[src/rtl/srs_pkg.sv]
package srs_pkg;

  typedef enum logic {
    CLK_INTERNAL = 1'b0,
    CLK_EXTERNAL = 1'b1
  } clk_mode_e;

  typedef struct packed {
    logic conv;
    logic read;
  } cmd_ev_t;

endpackage

[src/rtl/srs_edge_sync.sv]
module srs_edge_sync #(
  parameter int STAGES = 2
) (
  input  logic clk,
  input  logic rst_n,
  input  logic async_in,
  output logic rise_o,
  output logic fall_o
);

  logic [STAGES-1:0] chain_q, chain_n;
  logic              last_q;

  always_comb begin
    chain_n = {chain_q[STAGES-2:0], async_in};
  end

  always_ff @(posedge clk or negedge rst_n) begin
    if (!rst_n) begin
      chain_q <= '0;
      last_q  <= 1'b0;
    end else begin
      chain_q <= chain_n;
      last_q  <= chain_q[STAGES-1];
    end
  end

  assign rise_o = chain_q[STAGES-1] & ~last_q;
  assign fall_o = ~chain_q[STAGES-1] & last_q;

endmodule

[src/rtl/srs_cmd_decode.sv]
module srs_cmd_decode
  import srs_pkg::*;
(
  input  logic    clk,
  input  logic    rst_n,
  input  logic    cs_n,
  input  logic    rd_cnv,
  output cmd_ev_t ev_o
);

  logic cs_n_q, rd_q;
  logic read_now, read_before, conv_now, conv_before;

  always_comb begin
    read_now    = ~cs_n & rd_cnv;
    read_before = ~cs_n_q & rd_q;
    conv_now    = ~(cs_n | rd_cnv);
    conv_before = ~(cs_n_q | rd_q);
    ev_o.read   = read_now & ~read_before;
    ev_o.conv   = conv_now & ~conv_before;
  end

  always_ff @(posedge clk or negedge rst_n) begin
    if (!rst_n) begin
      cs_n_q <= 1'b1;
      rd_q   <= 1'b1;
    end else begin
      cs_n_q <= cs_n;
      rd_q   <= rd_cnv;
    end
  end

endmodule

[src/rtl/srs_int_clock.sv]
module srs_int_clock #(
  parameter int RES_W    = 16,
  parameter int HALF_CYC = 2
) (
  input  logic clk,
  input  logic rst_n,
  input  logic enable,
  input  logic start,
  output logic active_o,
  output logic sclk_o,
  output logic shift_o
);

  localparam int CW = (HALF_CYC > 1) ? $clog2(HALF_CYC) : 1;
  localparam int BW = $clog2(RES_W + 1);

  logic          active_q, active_n;
  logic          phase_q, phase_n;
  logic [CW-1:0] cnt_q, cnt_n;
  logic [BW-1:0] bits_q, bits_n;
  logic          slot0;

  assign slot0 = active_q & ~phase_q & (cnt_q == '0);

  always_comb begin
    active_n = active_q;
    phase_n  = phase_q;
    cnt_n    = cnt_q;
    bits_n   = bits_q;
    if (!active_q) begin
      if (start && enable) begin
        active_n = 1'b1;
        phase_n  = 1'b0;
        cnt_n    = '0;
        bits_n   = '0;
      end
    end else if (!enable) begin
      active_n = 1'b0;
      phase_n  = 1'b0;
      cnt_n    = '0;
      bits_n   = '0;
    end else if (slot0 && bits_q == BW'(RES_W)) begin
      active_n = 1'b0;
      bits_n   = '0;
    end else if (cnt_q == CW'(HALF_CYC - 1)) begin
      cnt_n   = '0;
      phase_n = ~phase_q;
      if (phase_q) bits_n = bits_q + 1'b1;
    end else begin
      cnt_n = cnt_q + 1'b1;
    end
  end

  always_ff @(posedge clk or negedge rst_n) begin
    if (!rst_n) begin
      active_q <= 1'b0;
      phase_q  <= 1'b0;
      cnt_q    <= '0;
      bits_q   <= '0;
    end else begin
      active_q <= active_n;
      phase_q  <= phase_n;
      cnt_q    <= cnt_n;
      bits_q   <= bits_n;
    end
  end

  assign active_o = active_q;
  assign sclk_o   = active_q & phase_q;
  assign shift_o  = slot0 & (bits_q != '0) & (bits_q != BW'(RES_W));

  // once running, the pulse count only moves forward
  p_no_restart_r9: assert property (@(posedge clk) disable iff (!rst_n)
    (active_q && $past(active_q)) |-> (bits_q >= $past(bits_q)));

  // no pulse is started after the last data bit
  p_pulse_limit_r6: assert property (@(posedge clk) disable iff (!rst_n)
    (active_q && phase_q) |-> (bits_q < BW'(RES_W)));

endmodule

[src/rtl/serial_result_shifter.sv]
module serial_result_shifter
  import srs_pkg::*;
#(
  parameter int RES_W       = 16,
  parameter int HALF_CYC    = 2,
  parameter int SYNC_STAGES = 2
) (
  input  logic             clk,
  input  logic             rst_n,
  input  logic             load_valid,
  input  logic [RES_W-1:0] load_data,
  input  logic             mode_ext,
  input  logic             fmt_straight,
  input  logic             cs_n,
  input  logic             rd_cnv,
  input  logic             tag_in,
  input  logic             sclk_in,
  output logic             sclk_out,
  output logic             sclk_oe,
  output logic             data_out,
  output logic             sync_out
);

  localparam int MSB = RES_W - 1;

  clk_mode_e   mode;
  cmd_ev_t     ev;
  logic        ext_rise, ext_fall;
  logic        ic_active, ic_sclk, ic_shift, conv_go;
  logic        ext_shift;
  logic [MSB:0] result_q, result_n;
  logic [MSB:0] shreg_q, shreg_n;
  logic [MSB:0] coded;
  logic        tag_hold_q, tag_hold_n;
  logic        arm_q, arm_n, sync_q, sync_n;

  assign mode = clk_mode_e'(mode_ext);

  srs_edge_sync #(.STAGES(SYNC_STAGES)) u_sclk_sync (
    .clk      (clk),
    .rst_n    (rst_n),
    .async_in (sclk_in),
    .rise_o   (ext_rise),
    .fall_o   (ext_fall)
  );

  srs_cmd_decode u_cmd (
    .clk    (clk),
    .rst_n  (rst_n),
    .cs_n   (cs_n),
    .rd_cnv (rd_cnv),
    .ev_o   (ev)
  );

  assign conv_go = ev.conv & (mode == CLK_INTERNAL) & ~ic_active;

  srs_int_clock #(.RES_W(RES_W), .HALF_CYC(HALF_CYC)) u_int_clk (
    .clk      (clk),
    .rst_n    (rst_n),
    .enable   (mode == CLK_INTERNAL),
    .start    (conv_go),
    .active_o (ic_active),
    .sclk_o   (ic_sclk),
    .shift_o  (ic_shift)
  );

  // Output coding: two's complement is straight binary with the top bit flipped
  always_comb begin
    coded      = result_q;
    coded[MSB] = result_q[MSB] ^ ~fmt_straight;
  end

  assign ext_shift = (mode == CLK_EXTERNAL) & ext_fall & ~cs_n & rd_cnv;

  always_comb begin
    result_n   = load_valid ? load_data : result_q;
    tag_hold_n = conv_go ? tag_in : tag_hold_q;
    shreg_n    = shreg_q;
    if ((mode == CLK_EXTERNAL) && ev.read)
      shreg_n = coded;
    else if (conv_go)
      shreg_n = coded;
    else if (ext_shift)
      shreg_n = {shreg_q[MSB-1:0], tag_in};
    else if ((mode == CLK_INTERNAL) && ic_shift)
      shreg_n = {shreg_q[MSB-1:0], tag_hold_q};
  end

  always_comb begin
    arm_n  = arm_q;
    sync_n = sync_q;
    if (mode == CLK_INTERNAL) begin
      arm_n  = 1'b0;
      sync_n = 1'b0;
    end else begin
      if (ext_rise && arm_q) begin
        sync_n = 1'b1;
        arm_n  = 1'b0;
      end else if (ext_fall) begin
        sync_n = 1'b0;
      end
      if (ev.read) arm_n = 1'b1;
    end
  end

  always_ff @(posedge clk or negedge rst_n) begin
    if (!rst_n) begin
      result_q   <= '0;
      shreg_q    <= '0;
      tag_hold_q <= 1'b0;
      arm_q      <= 1'b0;
      sync_q     <= 1'b0;
    end else begin
      result_q   <= result_n;
      shreg_q    <= shreg_n;
      tag_hold_q <= tag_hold_n;
      arm_q      <= arm_n;
      sync_q     <= sync_n;
    end
  end

  assign data_out = ((mode == CLK_EXTERNAL) || ic_active) ? shreg_q[MSB] : tag_hold_q;
  assign sclk_out = ic_sclk;
  assign sclk_oe  = (mode == CLK_INTERNAL);
  assign sync_out = sync_q;

  // data holds across every edge of the generated clock
  p_data_stable_r10: assert property (@(posedge clk) disable iff (!rst_n)
    (!mode_ext && !$stable(sclk_out)) |-> $stable(data_out));

  // a sync pulse only begins in external mode
  p_sync_mode_r4: assert property (@(posedge clk) disable iff (!rst_n)
    $rose(sync_out) |-> $past(mode_ext));

  // the pulse ends at the next host falling edge
  p_sync_drop_r4: assert property (@(posedge clk) disable iff (!rst_n)
    (sync_out && ext_fall && mode_ext) |=> !sync_out);

  // the generated clock stays quiet once the pin is an input
  p_quiet_input_r7: assert property (@(posedge clk) disable iff (!rst_n)
    (!sclk_oe && !$past(sclk_oe)) |-> !sclk_out);

endmodule

[config.mk]
export PLATFORM = sky130hd
export DESIGN_NAME = serial_result_shifter
export DESIGN_NICKNAME = d
export VERILOG_FILES = /design/src/rtl/srs_pkg.sv /design/src/rtl/srs_edge_sync.sv /design/src/rtl/srs_cmd_decode.sv /design/src/rtl/srs_int_clock.sv /design/src/rtl/serial_result_shifter.sv
export SDC_FILE = /design/constraint.sdc
export NUM_CORES = 1
export LEC_CHECK = 0
export ABC_AREA = 1
export BUFFER_PORTS_ARGS = -buffer_cell sky130_fd_sc_hd__buf_2
export CORE_MARGIN = 4
export CORE_UTILIZATION = 54
export CTS_BUF_LIST = sky130_fd_sc_hd__clkbuf_8
export CTS_CLUSTER_DIAMETER = 150
export DETAILED_ROUTE_END_ITERATION = 12
export PLACE_DENSITY = 0.78
export SYNTH_ARGS = -nofsm -noshare
export SYNTH_HDL_FRONTEND = slang
export SYNTH_SLANG_ARGS = --single-unit
[constraint.sdc]
create_clock -name clk -period 1.3 [get_ports clk]
set_input_delay 0.13 -clock clk [delete_from_list [all_inputs] [get_ports clk]]
set_output_delay 0.13 -clock clk [all_outputs]
set_load 0.02 [all_outputs]
==> results.json, run 1 <==
{
  "violations": "setup timing",
  "wire_per_inst_um": 13.79,
  "cp.arrival_ps": 1700,
  "fp-row-count": 23,
  "cp_num_buf_inv": 2,
  "cap_viol_max_count": 0,
  "final_common_cell": "nand2_1",
  "yosysTopAreaCellShare": 0.5049,
  "htree_levels": 2,
  "slowest_delay_ps": 450,
  "async_reset_ff_frac": 1.000,
  "power.leakage_uw": 0.001537,
  "dr.pass1.iters": 4,
  "p_total_uw": 3744,
  "reg2reg_from": "u_int_clk.active_o",
  "synth.distinct_cells": 27,
  "rr_worst_depth": 10,
  "yosysSeqAreaShare": 0.5280,
  "critPathKind": "reg2reg",
  "max_clock_freq_mhz": 669.7,
  "timing.final.ws_setup_ps": -193.1,
  "portBuffers": 28,
  "netlist_instances": 257,
  "status": "finished, violations left",
  "utilization": 0.7516,
  "hpwl_um": 3103,
  "die_h_um": 72.98,
  "fin_nets": 348,
  "worstMarginPinSlew_ps": 415.1,
  "synth_fp_nets": 284,
  "grt_usage": 0.2001,
  "place.gp.congestion": 0.7689,
  "ys_warn_count": 0,
  "final_area_mm2": 0.003028,
  "r2r_slack_ps": -190,
  "cts.sinks": 48,
  "layout_common_cells": "nand2_1, dfrtp_1, buf_2",
  "r2r-end": "shreg_q[11]",
  "cts-root-buf": "clkbuf_8",
  "post_dp_cell_area_mm2": 0.002630,
  "clock_path_buffers": 2,
  "vias": 1944,
  "clock_latency_ps": 300,
  "finalWirelength_um": 5129,
  "hp-start": "load_data[9]",
  "worstPathMaxFanout": 9,
  "cp.required_ps": 1500,
  "area_growth_pct": 32.82,
  "io_pins": 29,
  "synth_area_leaders": "dfrtp_1, nand2_1, mux2_2",
  "dieArea_mm2": 0.005325,
  "slew_headroom": 0.7214,
  "synth_top_cell_by_area": "dfrtp_1",
  "ant_nets": 0,
  "cp-start-kind": "flip-flop",
  "synth_edf_count": 0,
  "drive_gt1_frac": 0.3758,
  "crit_top_cell": "nand2_1",
  "vdd_drop_max_mv": 0.8272,
  "antennaDiodeCount": 0,
  "setup_viol": 25,
  "start_util": 0.5658,
  "viasPerCell": 5.226,
  "fp.dieW_um": 72.98,
  "rsz0062_at_grt": "yes",
  "hold_violations": 0,
  "cts_tree": "built",
  "drcViolationCount": 0,
  "crit_chain": "nor2_4 -> nand2_2 -> nor2_4 -> nor2_4 -> buf_12 -> buf_12 -> nand2_1 -> nand2_1 -> nand2_1 -> nand2_1",
  "cp-end-kind": "flip-flop",
  "drtIter0Drc": 119,
  "grt_max_degree": 49,
  "coreArea_mm2": 0.004029,
  "globalRouteOverflowTotal": 0,
  "grt_pass1_wl_um": 8259,
  "clock_skew_ps": 4.662,
  "holdCritPathClass": "in2reg",
  "whs_ps": 48.75,
  "synthFlopType": "dfrtp_1",
  "power_density_mw_per_mm2": 1237,
  "netlist_area_mm2": 0.002280,
  "slew_violations": 0,
  "numCtsBuffers": 5,
  "min_period_over_period": 1.149,
  "crit_family": "simple AND/OR/NAND/NOR gates",
  "fin_crit_ps": 1493,
  "slowest_stage": "dfrtp_2",
  "grt_pass1_vias": 1818,
  "worstHoldEndpoint": "result_q[9]",
  "syn_avg_cell_area_um2": 8.870,
  "antenna_found_initial": 0,
  "hold_depth": 2,
  "ys_ff_latch": 48,
  "clk_pin_slew_ps": 90
}
## cell families (layout without fill, tap and decap cells)
group           Yosys count  after routing  share of synthesized area
simple gates            146            147                     0.2728
buf+inv                  25             88                    0.05049
fa+ha+maj                 2              2                    0.01098
flops                    48             48                     0.5280
mux                      16             16                    0.07903
xor+xnor                  3              3                    0.01153
compound gates           17             18                    0.04720
## worst max-delay path by stage
stage | from | end | depth (start not counted)
2_1_floorplan | u_int_clk.bits_q[0] | shreg_q[10] | 8
3_3_place_gp | u_cmd.rd_q | shreg_q[11] | 7
3_5_place_dp | u_cmd.rd_q | shreg_q[0] | 7
4_1_cts | u_cmd.rd_q | shreg_q[13] | 9
5_1_grt | u_int_clk.active_o | shreg_q[0] | 10
6_report | u_int_clk.active_o | shreg_q[11] | 10
## Yosys cell counts, drive strengths merged (2+ instances only)
master,count
nand4,3
dfrtp,46
xor2,2
inv,16
nand2,104
a21oi,3
buf,8
ha,2
o21ai,12
nand3,22
dfstp,2
mux2,16
nor2,16
## area by class of cell
type	count	area [um^2]
Clock buffer	6	82.58
Clock inverter	2	13.76
Fill cell	274	1001
Inverter	16	60.06
Multi-Input combinational cell	186	1089
Sequential cell	48	1205
Tap cell	50	62.56
Timing Repair Buffer	64	515.5
## what timing repair did
action | 4_1_cts | 5_1_grt
endpoints found under the hold margin | 49 | 0
pin swaps | 6 | 12
setup endpoints to repair | 25 | 26
resized for setup | 25 | 20
buffers inserted | 6 | 4
hold buffers | 4 | 0
gates cloned | 2 | 1
## metal layers
| metal | track usage | wire length [um] | up-vias |
|---|---|---|---|
| met5 | 0 | 0 | - |
| met4 | 0.05123 | 56 | 0 |
| met3 | 0.04683 | 218 | 11 |
| met2 | 0.3226 | 2550 | 46 |
| met1 | 0.2737 | 2303 | 936 |
| li1 | - | - | 951 |
## where the power goes
part / switching, uW / total, uW / internal [uW]
clock: 515 / 951 / 436
combinational: 464 / 890 / 426
sequential: 158 / 1900 / 1750
## flip-flops by register name, summed over array words and instances, names as in the netlist
name / cells
u_cmd.cs_n_q: 1
u_int_clk.active_o: 1
result_q: 16
arm_q: 1
u_cmd.rd_q: 1
u_int_clk.phase_q: 1
u_sclk_sync.chain_q: 2
u_int_clk.cnt_q: 1
tag_hold_q: 1
u_int_clk.bits_q: 5
sync_out: 1
u_sclk_sync.last_q: 1
shreg_q: 16
## per-stage QoR
stage                     worst slack, ps  cells  TNS, ps
after global placement             -136.0    347    -2705
after detailed placement           -205.6    347    -3806
after CTS                          -132.2    367    -2142
after global routing               -257.1    372    -5012
after floorplan                    -67.41    257   -891.0
final                              -193.1    372    -3211
Power figures use the tool's default switching activity.
==> run 2: changes to the inputs <==
--- a/config.mk
+++ b/config.mk
@@ -8,11 +8,11 @@
 export ABC_AREA = 1
 export BUFFER_PORTS_ARGS = -buffer_cell sky130_fd_sc_hd__buf_2
 export CORE_MARGIN = 4
-export CORE_UTILIZATION = 54
+export CORE_UTILIZATION = 59
 export CTS_BUF_LIST = sky130_fd_sc_hd__clkbuf_8
 export CTS_CLUSTER_DIAMETER = 150
 export DETAILED_ROUTE_END_ITERATION = 12
-export PLACE_DENSITY = 0.78
+export PLACE_DENSITY = 0.81
 export SYNTH_ARGS = -nofsm -noshare
 export SYNTH_HDL_FRONTEND = slang
 export SYNTH_SLANG_ARGS = --single-unit
==> constraint.sdc (replaced) <==
create_clock -name clk -period 1.6 [get_ports clk]
set_input_delay 0.16 -clock clk [delete_from_list [all_inputs] [get_ports clk]]
set_output_delay 0.16 -clock clk [all_outputs]
set_load 0.02 [all_outputs]
==> results.json, run 2 (synthesized netlist as in run 1, its figures left out) <==
{
  "ant_nets": 0,
  "min_period_over_period": 0.9442,
  "cp.arrival_ps": 1680,
  "grt_pass1_wl_um": 7541,
  "clock_skew_ps": 4.581,
  "post-place-ws_ps": 102.6,
  "layout_common_cells": "nand2_1, dfrtp_1, buf_2",
  "viasPerCell": 5.140,
  "cp-start-kind": "flip-flop",
  "antenna_found_initial": 0,
  "coreArea_mm2": 0.003689,
  "clock_latency_ps": 300,
  "worstMarginPinSlew_ps": 353.2,
  "cap_viol_max_count": 0,
  "drcViolationCount": 0,
  "cp-startpoint": "u_cmd.cs_n_q",
  "wire_per_inst_um": 12.63,
  "portBuffers": 28,
  "critPathCapture": "u_int_clk.bits_q[1]",
  "timing.final.ws_setup_ps": 89.33,
  "area_growth_pct": 18.17,
  "reg2reg_from": "u_cmd.cs_n_q",
  "setup_viol": 0,
  "numCtsBuffers": 5,
  "cp.required_ps": 1770,
  "cts.sinks": 48,
  "status": "completed",
  "antennaDiodeCount": 0,
  "post_dp_cell_area_mm2": 0.002502,
  "dieArea_mm2": 0.004922,
  "place.gp.congestion": 0.7955,
  "rsz0062_at_grt": "yes",
  "holdCritPathClass": "in2reg",
  "slew_headroom": 0.7620,
  "worstPathMaxFanout": 10,
  "critPathKind": "reg2reg",
  "fin_tns_setup_ps": 0,
  "r2r-end": "u_int_clk.bits_q[1]",
  "fp-row-count": 22,
  "grt_pass1_vias": 1700,
  "finalWirelength_um": 4332,
  "drive_gt1_frac": 0.2610,
  "cts-root-buf": "clkbuf_8",
  "slew_violations": 0,
  "power.leakage_uw": 0.001388,
  "power_density_mw_per_mm2": 1131,
  "dr.pass1.iters": 5,
  "start_util": 0.6180,
  "htree_levels": 2,
  "hold_violations": 0,
  "fin_crit_ps": 1511,
  "cts_tree": "built",
  "largestRegisters": "result_q (16), shreg_q (16), u_int_clk.bits_q (5)",
  "final_area_mm2": 0.002694,
  "vdd_drop_max_mv": 0.8262,
  "drtIter0Drc": 132,
  "die_h_um": 70.16,
  "clock_path_buffers": 2,
  "cp-end-kind": "flip-flop",
  "cts_setup_buffers": 0,
  "vias": 1763,
  "fp.dieW_um": 70.16,
  "r2r_slack_ps": 90,
  "io_pins": 29,
  "grt_usage": 0.1899,
  "fin_nets": 321,
  "final_common_cell": "nand2_1",
  "clk_pin_slew_ps": 80,
  "rr_worst_depth": 6,
  "globalRouteOverflowTotal": 0,
  "hpwl_um": 2940,
  "max_clock_freq_mhz": 662.0,
  "grt_max_degree": 49
}
-- run 2: changes by cell type in the layout (fill, tap and decap cells not counted), moves of 3 or more --
cell,before,now
inv_2,5,2
o21ai_1,8,0
buf_6,6,0
nand2_2,7,1
buf_4,23,5
o21ai_0,3,11
nand2_1,93,101
inv_1,11,14
-- run 2: worst max-delay path, stage by stage, from the launching register on --
cell	delay (ps)
dfstp_2	540
nor2_1	70
nand3b_1	300
nand2_2	170
o21ai_4	110
nand2_1	90
o21ai_0	100
-- run 2: worst min path at each step --
stage	start	endpoint	slack (ps)	cells after the start
2_1_floorplan	rst_n	arm_q	-140	0
3_3_place_gp	rst_n	u_int_clk.cnt_q	160	2
3_5_place_dp	rst_n	u_int_clk.phase_q	160	2
4_1_cts	load_data[11]	result_q[11]	80	2
5_1_grt	load_data[11]	result_q[11]	80	2
6_report	load_data[11]	result_q[11]	80	2
-- run 2: metal layers --
| layer | track usage | vias up | wire [um] |
|---|---|---|---|
| met2 | 0.2991 | 34 | 2007 |
| li1 | - | 899 | - |
| met3 | 0.04892 | 5 | 205 |
| met4 | 0.05745 | 0 | 51 |
| met1 | 0.2587 | 825 | 2067 |
| met5 | 0 | - | 0 |
-- run 2: stage by stage --
step / hold slack (ps) / cells / utilization / total power, uW
floorplan: -135.6 / 257 / - / 1937
global placement: 162.3 / 331 / 0.6784 / 2091
detailed placement: 161.8 / 331 / 0.6784 / 2120
CTS: 77.89 / 343 / 0.7235 / 3068
global route: 76.04 / 343 / 0.7303 / 3228
finish: 83.44 / 343 / 0.7303 / 3047
-- run 2: repair_timing --
| item | in CTS | in global routing |
|---|---|---|
| hold buffers | 4 | 0 |
| hold endpoints to repair | 49 | 0 |
| endpoints found under the setup margin | 0 | 22 |
| gates resized for setup | 0 | 6 |
-- run 2: power breakdown --
group	internal (uW)	switching (uW)
logic	260	321
clock network	551	384
registers	1420	114
total	2230	818
-- run 2: final cells by class --
type                    count  area (um^2)
flip-flops and latches     48         1204
fillers                   284        994.7
multi-input cells         184        985.9
repair buffers             39        257.7
clock buffers               7        96.34
inverters                  16        60.06
well taps                  48        60.06
clock inverters             1        30.03
